[config.mk]
export PLATFORM = sky130hd
export DESIGN_NAME = vtm_top
export DESIGN_NICKNAME = d
export VERILOG_FILES = /design/src/rtl/vtm_pkg.sv /design/src/rtl/vtm_sync_cond.sv /design/src/rtl/vtm_interval_meter.sv /design/src/rtl/vtm_stall_timer.sv /design/src/rtl/vtm_top.sv
export SDC_FILE = /design/constraint.sdc
export NUM_CORES = 1
export LEC_CHECK = 0
export BUFFER_PORTS_ARGS = -buffer_cell sky130_fd_sc_hd__buf_2
export CAP_MARGIN = 10
export CORE_MARGIN = 2
export CORE_UTILIZATION = 50
export CTS_BUF_LIST = sky130_fd_sc_hd__clkbuf_2
export CTS_CLUSTER_SIZE = 25
export DETAILED_ROUTE_END_ITERATION = 10
export PLACE_DENSITY = 0.67
export RECOVER_POWER = 25
export SYNTH_ARGS = -nofsm -noshare
export SYNTH_HDL_FRONTEND = slang
export SYNTH_SLANG_ARGS = --single-unit
export TNS_END_PERCENT = 30
[constraint.sdc]
create_clock -name clk -period 2.5 [get_ports clk]
set_input_delay 0.375 -clock clk [delete_from_list [all_inputs] [get_ports clk]]
set_output_delay 0.375 -clock clk [all_outputs]
set_load 0.02 [all_outputs]
[src/rtl/vtm_pkg.sv]
package vtm_pkg;

   typedef enum logic [2:0] {
      PH_IDLE,
      PH_SYNC,
      PH_BACK,
      PH_ACT,
      PH_FRONT
   } vtm_phase_e;

   // slot order inside a result set, also the interrupt bit order per axis
   localparam int unsigned SLOT_SYNC  = 0;
   localparam int unsigned SLOT_BACK  = 1;
   localparam int unsigned SLOT_ACT   = 2;
   localparam int unsigned SLOT_FRONT = 3;
   localparam int unsigned NUM_SLOTS  = 4;

   // register word indices (byte offset / 4)
   localparam int unsigned W_IST    = 0;
   localparam int unsigned W_VSYNC  = 1;
   localparam int unsigned W_VBACK  = 2;
   localparam int unsigned W_VACT   = 3;
   localparam int unsigned W_VFRONT = 4;
   localparam int unsigned W_HSYNC  = 5;
   localparam int unsigned W_HBACK  = 6;
   localparam int unsigned W_HACT   = 7;
   localparam int unsigned W_HFRONT = 8;
   localparam int unsigned W_CTRL   = 9;
   localparam int unsigned W_MASK   = 10;
   localparam int unsigned W_LIMIT  = 11;
   localparam int unsigned W_STAT   = 12;

   // control bit positions
   localparam int unsigned C_HINV   = 0;
   localparam int unsigned C_VINV   = 1;
   localparam int unsigned C_EN     = 2;
   localparam int unsigned C_IRQEN  = 3;
   localparam int unsigned C_LINE   = 4;
   localparam int unsigned CTRL_W   = 5;

endpackage

[src/rtl/vtm_sync_cond.sv]
module vtm_sync_cond #(
   parameter bit IN_REG = 1'b1
) (
   input  logic clk,
   input  logic rst_n,
   input  logic clr,
   input  logic pix_ce,
   input  logic hsync_raw,
   input  logic vsync_raw,
   input  logic de_raw,
   input  logic inv_h,
   input  logic inv_v,
   output logic hs_lvl,
   output logic pix_tick,
   output logic h_de,
   output logic line_tick,
   output logic v_sync_line,
   output logic v_de_line
);

   logic s_pix, s_hs, s_vs, s_de;
   logic vs_lvl, hs_prev, vs_prev, had_de;

   generate
      if (IN_REG) begin : g_in_reg
         always_ff @(posedge clk or negedge rst_n) begin
            if (!rst_n) begin
               s_pix <= 1'b0;
               s_hs  <= 1'b0;
               s_vs  <= 1'b0;
               s_de  <= 1'b0;
            end else begin
               s_pix <= pix_ce;
               s_hs  <= hsync_raw;
               s_vs  <= vsync_raw;
               s_de  <= de_raw;
            end
         end
      end else begin : g_in_direct
         assign s_pix = pix_ce;
         assign s_hs  = hsync_raw;
         assign s_vs  = vsync_raw;
         assign s_de  = de_raw;
      end
   endgenerate

   assign hs_lvl    = s_hs ^ inv_h;
   assign vs_lvl    = s_vs ^ inv_v;
   assign pix_tick  = s_pix;
   assign h_de      = s_de;
   assign line_tick = s_pix & hs_lvl & ~hs_prev;

   // vertical levels describe the line that just ended
   always_ff @(posedge clk or negedge rst_n) begin
      if (!rst_n) begin
         hs_prev <= 1'b0;
         vs_prev <= 1'b0;
         had_de  <= 1'b0;
      end else if (clr) begin
         hs_prev <= 1'b0;
         vs_prev <= 1'b0;
         had_de  <= 1'b0;
      end else if (s_pix) begin
         hs_prev <= hs_lvl;
         vs_prev <= vs_lvl;
         had_de  <= line_tick ? s_de : (had_de | s_de);
      end
   end

   assign v_sync_line = vs_prev;
   assign v_de_line   = had_de;

endmodule

[src/rtl/vtm_interval_meter.sv]
module vtm_interval_meter
   import vtm_pkg::*;
#(
   parameter int unsigned CNT_W = 16
) (
   input  logic                                 clk,
   input  logic                                 rst_n,
   input  logic                                 clr,
   input  logic                                 step,
   input  logic                                 sync_lvl,
   input  logic                                 de_lvl,
   output logic [NUM_SLOTS-1:0][CNT_W-1:0]      len_o,
   output logic                                 done_o
);

   vtm_phase_e       phase;
   logic             sync_q, de_q;
   logic [CNT_W-1:0] cnt;

   localparam logic [CNT_W-1:0] CNT_ONE = CNT_W'(1);

   always_ff @(posedge clk or negedge rst_n) begin
      if (!rst_n) begin
         phase  <= PH_IDLE;
         sync_q <= 1'b0;
         de_q   <= 1'b0;
         cnt    <= '0;
         len_o  <= '0;
         done_o <= 1'b0;
      end else if (clr) begin
         phase  <= PH_IDLE;
         sync_q <= 1'b0;
         de_q   <= 1'b0;
         cnt    <= '0;
         done_o <= 1'b0;
      end else begin
         done_o <= 1'b0;
         if (step) begin
            sync_q <= sync_lvl;
            de_q   <= de_lvl;
            if (sync_lvl && !sync_q) begin
               if (phase == PH_FRONT) begin
                  len_o[SLOT_FRONT] <= cnt;
                  done_o            <= 1'b1;
               end
               phase <= PH_SYNC;
               cnt   <= CNT_ONE;
            end else if (!sync_lvl && sync_q && phase == PH_SYNC) begin
               len_o[SLOT_SYNC] <= cnt;
               phase <= PH_BACK;
               cnt   <= CNT_ONE;
            end else if (de_lvl && !de_q && phase == PH_BACK) begin
               len_o[SLOT_BACK] <= cnt;
               phase <= PH_ACT;
               cnt   <= CNT_ONE;
            end else if (!de_lvl && de_q && phase == PH_ACT) begin
               len_o[SLOT_ACT] <= cnt;
               phase <= PH_FRONT;
               cnt   <= CNT_ONE;
            end else if (cnt != '1) begin
               cnt <= cnt + CNT_ONE;
            end
         end
      end
   end

   // a completed period is only ever reported on a sampled tick
   assert_done_on_step_R2: assert property (@(posedge clk) disable iff (!rst_n)
      done_o |-> $past(step));

   // holding the counters cleared suppresses any completion
   assert_no_done_in_clear_R11: assert property (@(posedge clk) disable iff (!rst_n)
      clr |=> !done_o);

endmodule

[src/rtl/vtm_stall_timer.sv]
module vtm_stall_timer #(
   parameter int unsigned TMO_W = 16
) (
   input  logic             clk,
   input  logic             rst_n,
   input  logic             clr,
   input  logic             hs_lvl,
   input  logic [TMO_W-1:0] limit,
   input  logic             flag_clr,
   output logic             flag_o
);

   logic [TMO_W-1:0] run_cnt;
   logic             over;

   assign over = !clr && !hs_lvl && (run_cnt >= limit);

   always_ff @(posedge clk or negedge rst_n) begin
      if (!rst_n) begin
         run_cnt <= '0;
      end else if (clr || hs_lvl) begin
         run_cnt <= '0;
      end else if (run_cnt != '1) begin
         run_cnt <= run_cnt + TMO_W'(1);
      end
   end

   always_ff @(posedge clk or negedge rst_n) begin
      if (!rst_n) begin
         flag_o <= 1'b0;
      end else if (over) begin
         flag_o <= 1'b1;
      end else if (flag_clr) begin
         flag_o <= 1'b0;
      end
   end

   // the stall flag can only appear while hsync is inactive
   assert_flag_on_low_R9: assert property (@(posedge clk) disable iff (!rst_n)
      $rose(flag_o) |-> $past(!hs_lvl));

endmodule

[src/rtl/vtm_top.sv]
module vtm_top
   import vtm_pkg::*;
#(
   parameter int unsigned ADDR_W = 6,
   parameter int unsigned DATA_W = 32,
   parameter int unsigned CNT_W  = 16,
   parameter int unsigned TMO_W  = 16,
   parameter bit          IN_REG = 1'b1
) (
   input  logic              clk,
   input  logic              rst_n,
   input  logic              pix_ce,
   input  logic              hsync_in,
   input  logic              vsync_in,
   input  logic              de_in,
   input  logic [ADDR_W-1:0] reg_addr,
   input  logic              reg_wr,
   input  logic [DATA_W-1:0] reg_wdata,
   output logic [DATA_W-1:0] reg_rdata,
   output logic              irq_o
);

   localparam int unsigned WORD_W  = ADDR_W - 2;
   localparam int unsigned IRQ_W   = 2 * NUM_SLOTS;
   localparam logic [TMO_W-1:0] LIMIT_RST = TMO_W'(13'h1FFF);

   generate
      if (ADDR_W < 6) begin : g_bad_addr
         $error("ADDR_W must reach offset 0x30");
      end
      if (CNT_W < 4 || CNT_W > DATA_W) begin : g_bad_cnt
         $error("CNT_W must be in 4..DATA_W");
      end
      if (TMO_W < 13 || TMO_W >= DATA_W) begin : g_bad_tmo
         $error("TMO_W must hold the reset limit and be below DATA_W");
      end
   endgenerate

   logic [CTRL_W-1:0] ctrl_q;
   logic [IRQ_W-1:0]  mask_q, ist_q, ist_set, ist_clr;
   logic [TMO_W-1:0]  limit_q;
   logic              init_done, stall_flag;
   logic [NUM_SLOTS-1:0][CNT_W-1:0] h_len, v_len, h_res, v_res;
   logic              h_done, v_done, meas_off, h_take, v_take;
   logic              hs_lvl, pix_tick, h_de, line_tick, v_sync_line, v_de_line;
   logic [WORD_W-1:0] word;
   logic              wr_ist, wr_stat;
   logic              unused_bits;

   assign word        = reg_addr[ADDR_W-1:2];
   assign meas_off    = !ctrl_q[C_EN];
   assign wr_ist      = reg_wr && word == WORD_W'(W_IST);
   assign wr_stat     = reg_wr && word == WORD_W'(W_STAT);
   assign unused_bits = ^{reg_addr[1:0], reg_wdata[DATA_W-1:TMO_W]};

   vtm_sync_cond #(.IN_REG(IN_REG)) u_cond (
      .clk(clk), .rst_n(rst_n), .clr(meas_off), .pix_ce(pix_ce),
      .hsync_raw(hsync_in), .vsync_raw(vsync_in), .de_raw(de_in),
      .inv_h(ctrl_q[C_HINV]), .inv_v(ctrl_q[C_VINV]),
      .hs_lvl(hs_lvl), .pix_tick(pix_tick), .h_de(h_de), .line_tick(line_tick),
      .v_sync_line(v_sync_line), .v_de_line(v_de_line)
   );

   vtm_interval_meter #(.CNT_W(CNT_W)) u_hmeter (
      .clk(clk), .rst_n(rst_n), .clr(meas_off), .step(pix_tick),
      .sync_lvl(hs_lvl), .de_lvl(h_de), .len_o(h_len), .done_o(h_done)
   );

   vtm_interval_meter #(.CNT_W(CNT_W)) u_vmeter (
      .clk(clk), .rst_n(rst_n), .clr(meas_off), .step(line_tick),
      .sync_lvl(v_sync_line), .de_lvl(v_de_line), .len_o(v_len), .done_o(v_done)
   );

   vtm_stall_timer #(.TMO_W(TMO_W)) u_stall (
      .clk(clk), .rst_n(rst_n), .clr(meas_off), .hs_lvl(hs_lvl),
      .limit(limit_q), .flag_clr(wr_stat && reg_wdata[0]), .flag_o(stall_flag)
   );

   // refresh selection: per-line horizontal or everything per frame
   assign h_take = ctrl_q[C_LINE] ? h_done : v_done;
   assign v_take = v_done;

   always_comb begin
      ist_set = '0;
      for (int k = 0; k < NUM_SLOTS; k++) begin
         ist_set[k]             = v_take && (v_len[k] != v_res[k]);
         ist_set[NUM_SLOTS + k] = h_take && (h_len[k] != h_res[k]);
      end
      ist_clr = wr_ist ? reg_wdata[IRQ_W-1:0] : '0;
   end

   always_ff @(posedge clk or negedge rst_n) begin
      if (!rst_n) begin
         ctrl_q    <= '0;
         mask_q    <= '1;
         limit_q   <= LIMIT_RST;
         ist_q     <= '0;
         h_res     <= '0;
         v_res     <= '0;
         init_done <= 1'b0;
         irq_o     <= 1'b0;
      end else begin
         if (reg_wr && word == WORD_W'(W_CTRL))  ctrl_q <= reg_wdata[CTRL_W-1:0];
         if (reg_wr && word == WORD_W'(W_MASK))  mask_q <= reg_wdata[IRQ_W-1:0];
         if (reg_wr && word == WORD_W'(W_LIMIT) && reg_wdata[TMO_W-1:0] != '0)
            limit_q <= reg_wdata[TMO_W-1:0];
         ist_q <= (ist_q & ~ist_clr) | ist_set;
         if (h_take) h_res <= h_len;
         if (v_take) v_res <= v_len;
         if (meas_off)    init_done <= 1'b0;
         else if (v_done) init_done <= 1'b1;
         irq_o <= ctrl_q[C_IRQEN] && |(ist_q & mask_q);
      end
   end

   always_comb begin
      reg_rdata = '0;
      case (word)
         WORD_W'(W_IST):    reg_rdata[IRQ_W-1:0] = ist_q;
         WORD_W'(W_VSYNC):  reg_rdata[CNT_W-1:0] = v_res[SLOT_SYNC];
         WORD_W'(W_VBACK):  reg_rdata[CNT_W-1:0] = v_res[SLOT_BACK];
         WORD_W'(W_VACT):   reg_rdata[CNT_W-1:0] = v_res[SLOT_ACT];
         WORD_W'(W_VFRONT): reg_rdata[CNT_W-1:0] = v_res[SLOT_FRONT];
         WORD_W'(W_HSYNC):  reg_rdata[CNT_W-1:0] = h_res[SLOT_SYNC];
         WORD_W'(W_HBACK):  reg_rdata[CNT_W-1:0] = h_res[SLOT_BACK];
         WORD_W'(W_HACT):   reg_rdata[CNT_W-1:0] = h_res[SLOT_ACT];
         WORD_W'(W_HFRONT): reg_rdata[CNT_W-1:0] = h_res[SLOT_FRONT];
         WORD_W'(W_CTRL):   reg_rdata[CTRL_W-1:0] = ctrl_q;
         WORD_W'(W_MASK):   reg_rdata[IRQ_W-1:0] = mask_q;
         WORD_W'(W_LIMIT):  reg_rdata[TMO_W-1:0] = limit_q;
         WORD_W'(W_STAT):   reg_rdata[1:0] = {init_done, stall_flag};
         default:           reg_rdata = '0;
      endcase
   end

   assert_irq_gated_R8: assert property (@(posedge clk) disable iff (!rst_n)
      $rose(irq_o) |-> $past(ctrl_q[C_IRQEN]));

   assert_ist_on_refresh_R7: assert property (@(posedge clk) disable iff (!rst_n)
      (|(ist_q & ~$past(ist_q))) |-> $past(h_done || v_done));

   assert_init_on_frame_R12: assert property (@(posedge clk) disable iff (!rst_n)
      $rose(init_done) |-> $past(v_done));

   assert_off_clears_init_R11: assert property (@(posedge clk) disable iff (!rst_n)
      !ctrl_q[C_EN] |=> !init_done);

   assert_limit_nonzero_R10: assert property (@(posedge clk) disable iff (!rst_n)
      limit_q != '0);

endmodule

==> impl_results.md, run 1 <==
- Ys Warns: 0
- R2R depth: 5
- DR pass1 iterations: 7
- Global-route wire length before repair: 75560 um
- Avg Vias per Cell: 5.880
- Ys async rst share: 100.0%
- Synthesized area per cell: 12.21 um2
- WP data required: 2.12 ns
- Critical path class: register to primary output
- Compound-cell area share of the yosys netlist: 7.921%
- Synth Area in XOR/XNOR: 7.373%
- Pwr Density: ~580 mW/mm2
- Total Power: around 12 mW
- Synthesized flop and latch total: 362
- Fmax: 335.4 MHz
- Slowest CP cell: dfrtp_1
- Clock sink count: 362
- Worst R2R End: u_hmeter.cnt[8]$_DFFE_PN0P_
- Ports: just under 80
- Gr ovfl total: 0
- Share of the synthesized area in the top cell type: 47.93%
- # DRC: 0
- Cell Count Post-Placement: 1987
- Wirelength per Cell: 22.60 um
- Clk slew on worst S/H paths: 0.11 ns
- Status: finished, violations left
- Yosys cell types: 80
- CTS tree: built
- Max FO, Critical Path: 2
- Final WS setup: -0.4813 ns
- Main combinational cell family by area after synthesis: multiplexers
- Syn Inst Count: ~1500
- Drt total wl: 49410 um
- Number of flops mapped to enable cells by yosys: 0
- Multiplexer share of the synthesized area: 19.25%
- Post-route core utilization: roughly 58%
- Hold Path Origin: reg_addr[2]
- Period utilization: 119.3%
- Worst slew pin tran: 1.085 ns
- Synth area leader: dfrtp_1
- Die Ht: 192.7 um
- Largest cells by area after synthesis: dfrtp_1 48%, mux2_2 18%, xnor2_1 3.8%, xor2_1 3.5%, dfstp_2 3.1%
- Die area: roughly 0.037 mm2
- Initial antenna violation count: 2
- Die width: just under 200 um
- Slew margin rel.: 27.40%
- Post-Synth Adder-Cell Area: under 10%
- Fin. Hold Viols: 0
- Pleak: 10.06 nW
- Synth-to-layout area growth: 14.76%
- CTS Buf Count: 93
- Largest net degree at the start of global routing: 70
- Initial drt markers: 932
- Share of cells above drive strength 1: 37.72%
- Syn Std Cell Area: 0.01780 mm2
- Slew Viols, Final: 0
- Latest clock arrival within the worst-skew pair: 1.00 ns
- Most common cell after layout, fill and taps aside: dfrtp_1
- Cell Chain, Critical Path: nor2b_4 > a22o_1 > a222oi_1 > nand3_1 > buf_6
- Arrival time at the worst endpoint: 2.61 ns
- MaxCap Viol Count: 0
- Placer congestion estimate: 0.9415
- Predominant post-synthesis flop cell: dfrtp_1
- Post-DRT Antenna Nets: 0
- Starting Density: 50.42%
- Std-Cell Rows: 69
- VDD IR max: 0.0003999 V
- Fin nets: ~1700
- Final setup viols: 16
- Worst reg2reg setup slack: 0.17 ns
- Violated checks: negative setup slack
- Gr usage total: 27.38%
- Reg2reg start: ctrl_q[0]$_DFFE_PN0P_
- CTS Buffer Depth: 3
- Hold EP: ctrl_q[3]$_DFFE_PN0P_
- Clock Tree Root: clkbuf_2
- Crit path capture type: primary output
- Number of global-route vias before repair: 12820
- Worst min path class: input pin to register
- Final HPWL DP: between 30000 and 40000 um
- Most frequent cells in the layout: 332 x dfrtp_1, 282 x mux2_2, 137 x clkbuf_2
- Tmin final: 2.981 ns
- Vias: 12850
- Critical Path Source Type: register
- Clock Skew: 0.07137 ns
- Simple-gate portion of the synthesized area: roughly a tenth
- Unrepaired setup endpoints after global routing: true
- Seq/Total Area, Yosys: roughly half
- Critical Path Max Stage Delay: 0.43 ns
- Hold path cells: 6
- Fin cells: between 2000 and 2500
- H-tree levels: 3
- Final setup TNS: -4.747 ns
- IO buf count: 43
- Filler cell count: approximately 2900
- Total core area: between 0.03 and 0.04 mm2
==> power breakdown <==
group          leakage (nW)  total (mW)  internal (mW)  switching [mW]
clock                 0.642        4.05           1.64            2.41
combinational          4.49        1.36          0.539           0.823
sequential             4.93        6.43           6.12           0.316
==> routing by layer <==
metal	up-vias	global-route usage, %	part of all wire [%]
li1	5775	-	-
met1	6555	36.92	43
met2	451	43.67	48
met3	72	5.492	6.5
met4	0	10.36	2.6
met5	-	0	0
==> worst max-delay path: cells and delay by family (launching register included) <==
kind            cells  cell delay [ns]
compound gates      2             0.52
buf+inv             1             0.21
flops               1             0.43
simple gates        2             0.43
==> cell usage after synthesis, types with 6 or more instances <==
master / instances
a211oi_1: 6
a21oi_1: 25
a221oi_1: 11
a222oi_1: 11
a22o_1: 19
a22oi_1: 28
and2_1: 6
and3_1: 7
buf_1: 6
buf_2: 9
buf_4: 17
clkbuf_1: 58
dfrtp_1: 341
dfstp_2: 21
ha_1: 19
inv_1: 23
mux2_2: 283
mux2_4: 8
mux2i_1: 12
nand2_1: 61
nand2b_1: 12
nand3_1: 31
nand4_1: 36
nor2_1: 48
nor2b_1: 6
nor3_1: 18
nor4_1: 36
nor4b_1: 7
o211ai_1: 13
o21ai_0: 35
or3_1: 9
xnor2_1: 77
xor2_1: 71
==> area by class of cell <==
cell class,instances,area [um2],share of cell area (%)
Antenna cell,2,5.005,0.02450
Clock buffer,133,665.6,3.258
Clock inverter,27,171.4,0.8390
Inverter,25,93.84,0.4593
Multi-Input combinational cell,994,8356,40.90
Sequential cell,362,9096,44.52
Tap cell,461,576.8,2.823
Timing Repair Buffer,182,1465,7.172
==> how the worst max path moves through the flow <==
| stage | slack (ns) | depth (start not counted) | startpoint | endpoint |
|---|---|---|---|---|
| after floorplan | 0.18 | 5 | reg_addr[2] | reg_rdata[12] |
| after global placement | -0.07 | 8 | reg_addr[3] | reg_rdata[9] |
| after detailed placement | -0.03 | 7 | reg_addr[4] | reg_rdata[8] |
| after CTS | -0.56 | 5 | v_res[37]$_DFFE_PN0P_ | reg_rdata[5] |
| after global routing | -0.64 | 5 | v_res[37]$_DFFE_PN0P_ | reg_rdata[5] |
| final | -0.48 | 5 | v_res[37]$_DFFE_PN0P_ | reg_rdata[5] |
==> metrics by stage <==
step / hold WS [ns] / cell area [um2] / setup WS, ns
3_5_place_dp: 0.3980 / 19210 / -0.02855
5_1_grt: 0.1354 / 20430 / -0.6435
4_1_cts: 0.1099 / 20450 / -0.5558
6_report: 0.1735 / 20430 / -0.4813
3_3_place_gp: 0.3932 / 19210 / -0.07146
2_1_floorplan: 0.07941 / 17860 / 0.1797
==> cells by family (layout without fill, tap and decap cells) <==
kind of cell / Yosys count / after routing
AND/OR/NAND/NOR: 314 / 314
flip-flops: 362 / 362
adder cells (fa/ha/maj): 19 / 19
AO/OA/AOI/OAI: 193 / 193
other: 1 / 18
multiplexers: 303 / 303
XOR/XNOR: 149 / 149
buffers and inverters: 117 / 367
==> registers in the layout (all words and copies together), names as in the netlist, 5 cells and up <==
name / flops
ist_q: 8
u_hmeter.cnt: 16
h_res: 64
u_stall.run_cnt: 16
u_vmeter.cnt: 16
u_hmeter.len_o: 64
limit_q: 16
mask_q: 8
u_vmeter.len_o: 64
v_res: 64
ctrl_q: 5
==> repair_timing <==
| action | in CTS | in global routing |
|---|---|---|
| endpoints found under the setup margin | 16 | 16 |
| pin swaps | 6 | 5 |
| resized for setup | 22 | 9 |
| setup buffers | 5 | 3 |
| hold endpoints to repair | 400 | 0 |
| hold buffers | 29 | 0 |
No activity file was read; power rests on OpenSTA's default activity.
==> run 2, diff against run 1 <==
- clock period: 2.5 -> 2.8 ns (I/O delays scaled with it)
==> run 2 against run 1 <==
Compared with the run above: the run still ends with negative setup slack left; worst setup slack better by 0.28 ns; register-to-register slack gained 0.15 ns; sequential power shrank 11%; clock power is 14% lower; sequential cell count unchanged; hold slack got worse by 0.10 ns; highest routed layer unchanged.
==> impl_results.md, run 2 (synthesis gave the netlist of run 1 again) <==
- DR pass1 iterations: 9 (+2)
- Share of cells above drive strength 1: 36.40% (-1.3 points)
- Fin cells: 2138 (-2.2%)
- Number of global-route vias before repair: 12570 (-2.0%)
- Pleak: 9.836 nW (-2.2%)
- Initial drt markers: 925 (-0.75%)
- Starting Density: 50.42% (unchanged)
- Final setup TNS: -0.9259 ns (+3.822 ns)
- Fmax: between 300 and 400 MHz
- Design Area, Final: 0.02008 mm2 (-1.7%)
- Unrepaired setup endpoints after global routing: true
- Final setup viols: 11 (-5)
- Slew Viols, Final: 0 (unchanged)
- Cell Count Post-Placement: 1951 (-1.8%)
- Post-DRT Antenna Nets: 0 (unchanged)
- WP data required: 2.38 ns (+0.26 ns)
- WHS: 0.07025 ns (-0.1033 ns)
- Cell Chain, Critical Path: nor2b_4 > a22o_1 > a222oi_1 > nand3_1 > buf_6
- Largest net degree at the start of global routing: 70 (unchanged)
- Tmin final: 2.999 ns
- Period utilization: 107.1%
- Slowest CP cell: dfrtp_2
- Crit path capture type: primary output
- Filler cell count: 2952 (+0.61%)
- Wirelength per Cell: 22.82 um (+0.95%)
- DP Area: 0.01888 mm2 (-1.7%)
- Global-route wire length before repair: 74090 um (-2.0%)
- Critical path class: register to primary output
- Clock Tree Root: clkbuf_2
- Max FO, Critical Path: 2 (unchanged)
- Final HPWL DP: 34920 um (-2.7%)
- Synth-to-layout area growth: 12.80%
- Die Ht: 192.7 um (unchanged)
- CTS Buffer Depth: 3 (unchanged)
- CTS Buf Count: 94 (+1.1%)
- VDD IR max: 0.0003785 V (-5.4%)
- Std-Cell Rows: 69 (unchanged)
- Total core area: 0.03531 mm2 (unchanged)
- Slew margin rel.: 9.282% (-18 points)
- Avg Vias per Cell: 5.937 (+0.98%)
- Gr usage total: 26.85% (-0.53 points)
- Pwr Density: 518.9 mW/mm2 (-10%)
- CTS tree: built
- Violated checks: negative setup slack
- Ports: 78 (unchanged)
- Die area: 0.03713 mm2 (unchanged)
- H-tree levels: 3 (unchanged)
- # DRC: 0 (unchanged)
- Gr ovfl total: 0 (unchanged)
- Die width: 192.7 um (unchanged)
- Clock Skew: 0.07626 ns (+0.004886 ns)
- Most frequent cells in the layout: 334 x dfrtp_1, 282 x mux2_2, 134 x clkbuf_2
- Worst min path class: input pin to register
- Clk slew on worst S/H paths: 0.10 ns (about the same)
- Drt total wl: 48790 um (-1.3%)
- Clock sink count: 362 (unchanged)
- Placer congestion estimate: 0.9107 (-3.3%)
- Fin. Hold Viols: 0 (unchanged)
- Fin nets: 1684 (-2.2%)
- Worst reg2reg setup slack: 0.32 ns (+0.15 ns)
- Status: finished, violations left
- Critical Path Source Type: register
- Vias: 12690 (-1.2%)
- Initial antenna violation count: 2 (unchanged)
- Latest clock arrival within the worst-skew pair: 1.00 ns (about the same)
- Worst slew pin tran: 1.361 ns (+0.2758 ns)
- Critical Path Max Stage Delay: 0.44 ns (about the same)
- Arrival time at the worst endpoint: 2.58 ns (-0.03 ns)
- Final WS setup: -0.1990 ns (+0.2823 ns)
- MaxCap Viol Count: 0 (unchanged)
- IO buf count: 43 (unchanged)
- Most common cell after layout, fill and taps aside: dfrtp_1
- Post-route core utilization: 56.87% (-0.99 points)
run 2: worst paths after layout:
check / from / end / cells after the start
min in group asynchronous: rst_n / v_res[53]$_DFFE_PN0P_ / 3
setup / recovery: v_res[37]$_DFFE_PN0P_ / reg_rdata[5] / 5
hold / removal: pix_ce / u_cond.pix_tick$_DFF_PN0_ / 2
max in group asynchronous: rst_n / u_hmeter.len_o[19]$_DFFE_PN0P_ / 4
hold reg to reg: init_done$_DFFE_PN0P_ / init_done$_DFFE_PN0P_ / 2
setup reg to reg: u_vmeter.cnt[6]$_DFFE_PN0P_ / u_vmeter.cnt[1]$_DFFE_PN0P_ / 5
run 2: final cells by class:
class | count | area (um2) | area share, %
clock inverters | 18 | 107.6 | 0.5359
diodes | 1 | 2.502 | 0.01246
inverters | 25 | 93.84 | 0.4673
multi-input cells | 994 | 8374 | 41.70
repair buffers | 143 | 1161 | 5.782
flip-flops and latches | 362 | 9094 | 45.29
well taps | 461 | 576.8 | 2.872
clock buffers | 134 | 670.6 | 3.340
run 2: what timing repair did:
action	CTS	global route
resized for setup	19	10
setup endpoints to repair	16	14
hold buffers	27	0
setup buffers	4	3
endpoints found under the hold margin	375	0
pin swaps	7	6
run 2: per-layer routing:
layer	vias to the layer above	wire (um)	part of all wire, %	global-route usage [%]
met1	6488	21610	44	37.35
met2	423	22910	47	42.35
li1	5698	-	-	-
met4	0	1344	2.8	9.395
met5	-	0	0	0
met3	85	2922	6.0	4.783
run 2: metrics by stage:
step	setup WS [ns]	power (mW)
after floorplan	0.3897	6.405
after detailed placement	-0.02047	6.983
after global routing	-0.3460	10.97
after global placement	0.02894	6.951
final	-0.1990	10.42
after CTS	-0.2782	10.50
run 2: where the power goes:
part | internal, mW | switching [mW] | total, mW
clock | 1.35 | 2.12 | 3.48
sequential | 5.46 | 0.255 | 5.72
combinational | 0.472 | 0.753 | 1.22
total | 7.29 | 3.13 | 10.4
run 2: critical path: cells and delay by family, from the launching register on:
| family | cells | cell delay, ns |
|---|---|---|
| flip-flops | 1 | 0.44 |
| AND/OR/NAND/NOR | 2 | 0.41 |
| AO/OA/AOI/OAI | 2 | 0.54 |
| buffers and inverters | 1 | 0.22 |
==> run 3, diff against run 2 <==
- ABC_AREA: default -> 1
- HOLD_SLACK_MARGIN: default -> 0.1
==> run 3 against run 2 <==
Compared with the run above: the flow finishes with violations (max-capacitance violations, max-slew violations); largest cell class unchanged; sequential power shrank 1%; fmax grew 9.9%; via count grew 19%; synthesized cell count grew 47%; power grew 2.7%; critical path type unchanged; clock skew shrank 0.0084 ns.
==> impl_results.md, run 3 <==
- Status: finished, violations left
- Violated checks: max-capacitance violations, max-slew violations
- Most common cell after layout, fill and taps aside: nand2_1
- CTS Buf Count: 94 (unchanged)
- Die area: 0.03730 mm2 (+0.47%)
- Std-Cell Rows: 69 (unchanged)
- CTS Buffer Depth: 3 (unchanged)
- Initial antenna violation count: 4 (+2)
- R2R depth: 9 (+4)
- Die width: 193.1 um (+0.23%)
- Clock Tree Root: clkbuf_2
- Number of flops mapped to enable cells by yosys: 0 (unchanged)
- Critical Path Source Type: register
- Crit path capture type: primary output
- Latest clock arrival within the worst-skew pair: 1.05 ns (+0.05 ns)
- Largest cells by area after synthesis: dfrtp_1 48%, nand2_1 11%, o21ai_0 7.5%, inv_1 5.8%, xnor2_1 3.9%
- IO buf count: 43 (unchanged)
- Worst slew pin tran: 1.985 ns (+0.6242 ns)
- Placer congestion estimate: 0.9689 (+6.4%)
- Number of global-route vias before repair: 14310 (+14%)
- Fmax: 366.4 MHz (+9.9%)
- Die Ht: 193.1 um (+0.23%)
- MaxCap Viol Count: 4 (+4)
- Predominant post-synthesis flop cell: dfrtp_1
- Pwr Density: 535.7 mW/mm2 (+3.2%)
- Top-count cell post-synth: nand2_1
- Synthesized area per cell: 8.347 um2 (-32%)
- Share of the synthesized area in the top cell type: 47.71% (-0.23 points)
- Total Power: 10.70 mW (+2.7%)
- Initial drt markers: 1278 (+38%)
- Clock Skew: 0.06790 ns (-0.008353 ns)
- CTS tree: built
- Fin nets: 2349 (+39%)
- Total core area: 0.03540 mm2 (+0.24%)
- Gr usage total: 27.62% (+0.77 points)
- Worst reg2reg setup slack: 0.58 ns (+0.26 ns)
- Worst R2R End: u_hmeter.len_o[36]$_DFFE_PN0P_
- Critical path class: register to primary output
- Starting Density: 50.53% (+0.12 points)
- Syn Std Cell Area: 0.01789 mm2 (+0.48%)
- Post-Place Setup Slack: 0.3478 ns (+0.3683 ns)
- DR pass1 iterations: 6 (-3)
- Share of cells above drive strength 1: 14.75% (-22 points)
- Ys Warns: 0 (unchanged)
- Final HPWL DP: 36290 um (+3.9%)
- Fin. Hold Viols: 0 (unchanged)
- WHS: 0.1649 ns (+0.09467 ns)
- VDD IR max: 0.0004194 V (+11%)
- Vias: 15100 (+19%)
- Max FO, Critical Path: 2 (unchanged)
- Seq/Total Area, Yosys: 50.79% (-0.24 points)
- Reg2reg start: u_cond.h_de$_DFF_PN0_
- Post-route core utilization: 56.45% (-0.42 points)
- Hold EP: ctrl_q[4]$_DFFE_PN0P_
- Slew Viols, Final: 249 (+249)
- Hold path cells: 5 (+3)
- Avg Vias per Cell: 5.357 (-9.8%)
- DP Area: 0.01861 mm2 (-1.4%)
- Wirelength per Cell: 17.85 um (-22%)
- Gr ovfl total: 0 (unchanged)
- Post-synth top cells: 502 x nand2_1, 341 x dfrtp_1, 276 x inv_1
- Arrival time at the worst endpoint: 2.31 ns (-0.27 ns)
- Clk slew on worst S/H paths: 0.11 ns (about the same)
- Final WS setup: 0.07038 ns (+0.2694 ns)
- Most frequent cells in the layout: 502 x nand2_1, 338 x dfrtp_1, 269 x inv_1
- Synth-to-layout area growth: 11.70%
- # DRC: 0 (unchanged)
- Largest net degree at the start of global routing: 115 (+64%)
- Pleak: 9.760 nW (-0.77%)
- Syn Inst Count: 2143 (+47%)
- Yosys cell types: 52 (-35%)
- WP data required: 2.38 ns (about the same)
- Worst min path class: input pin to register
- Tmin final: 2.730 ns (-0.2694 ns)
- Global-route wire length before repair: 78720 um (+6.3%)
- Ys async rst share: 100.0% (unchanged)
- Final setup viols: 0 (-11)
- Post-DRT Antenna Nets: 0 (unchanged)
- Synthesized flop and latch total: 362 (unchanged)
- Synth area leader: dfrtp_1
- Design Area, Final: 0.01998 mm2 (-0.50%)
- Ports: 78 (unchanged)
- H-tree levels: 3 (unchanged)
- Period utilization: 97.49% (-9.6 points)
- Hold Path Origin: reg_addr[2]
- Clock sink count: 362 (unchanged)
- Slew margin rel.: -32.33% (-42 points)
- Drt total wl: 50300 um (+3.1%)
[run 3: power breakdown]
group          switching [mW]  leakage (nW)  total [mW]  internal (mW)
clock network            2.22         0.667        3.78           1.55
registers               0.189          4.93        5.64           5.45
logic                   0.878          4.16        1.28          0.405
[run 3: timing repair]
action                                  CTS  global route
hold endpoints to repair                404             0
pin swaps                                 2             3
hold buffers                             37             0
resized for setup                        11            24
buffers inserted                          0             7
endpoints found under the setup margin    8             8
[run 3: how the worst max path moves through the flow]
stage | startpoint | end | slack, ns | cells after the start
after global placement | reg_addr[3] | reg_rdata[4] | 0.38 | 8
after detailed placement | reg_addr[3] | reg_rdata[4] | 0.35 | 8
final | limit_q[8]$_DFFE_PN1P_ | reg_rdata[8] | 0.07 | 5
after floorplan | reg_addr[4] | reg_rdata[1] | 0.86 | 9
after CTS | limit_q[6]$_DFFE_PN1P_ | reg_rdata[6] | -0.08 | 5
after global routing | h_res[49]$_DFFE_PN0P_ | reg_rdata[1] | -0.03 | 5
[run 3: cell type report]
cell class / count / area, um2
fill: 3277 / 15420
sequential: 362 / 9089
multi-input combinational: 1422 / 7452
inverter: 287 / 1077
timing repair buffer: 118 / 914.6
clock buffer: 147 / 735.7
tap: 461 / 576.8
clock inverter: 17 / 125.1
antenna: 4 / 10.01
[run 3: logic make-up after synthesis]
group / after synthesis / share of synthesized area (%)
other cells: 1 / 0.02096
buf+inv: 374 / 8.499
simple gates: 819 / 19.78
xor+xnor: 109 / 5.337
flops: 362 / 50.79
mux: 11 / 0.6925
fa+ha+maj: 19 / 1.329
compound gates: 448 / 13.55
[run 3: critical path: stages (launching register included)]
cell     delay (ns)
dfstp_2        0.55
inv_1          0.12
o22ai_1        0.25
a21oi_1        0.07
nand3_1        0.10
buf_2          0.17
[run 3: per-layer routing]
layer  track usage [%]  vias to the layer above  part of all wire [%]
met4             10.87                        2                   3.2
met2             42.83                      466                    46
met3             5.430                      117                   6.5
met1             38.36                     7236                    44
met5                 0                        -                 0.024
li1                  -                     7276                     -
[run 3: per-stage QoR]
| stage | cells | setup TNS, ns |
|---|---|---|
| after floorplan | 2158 | 0 |
| after global placement | 2606 | 0 |
| after detailed placement | 2606 | 0 |
| after CTS | 2807 | -0.1117 |
| after global routing | 2818 | -0.2054 |
| final | 2818 | 0 |
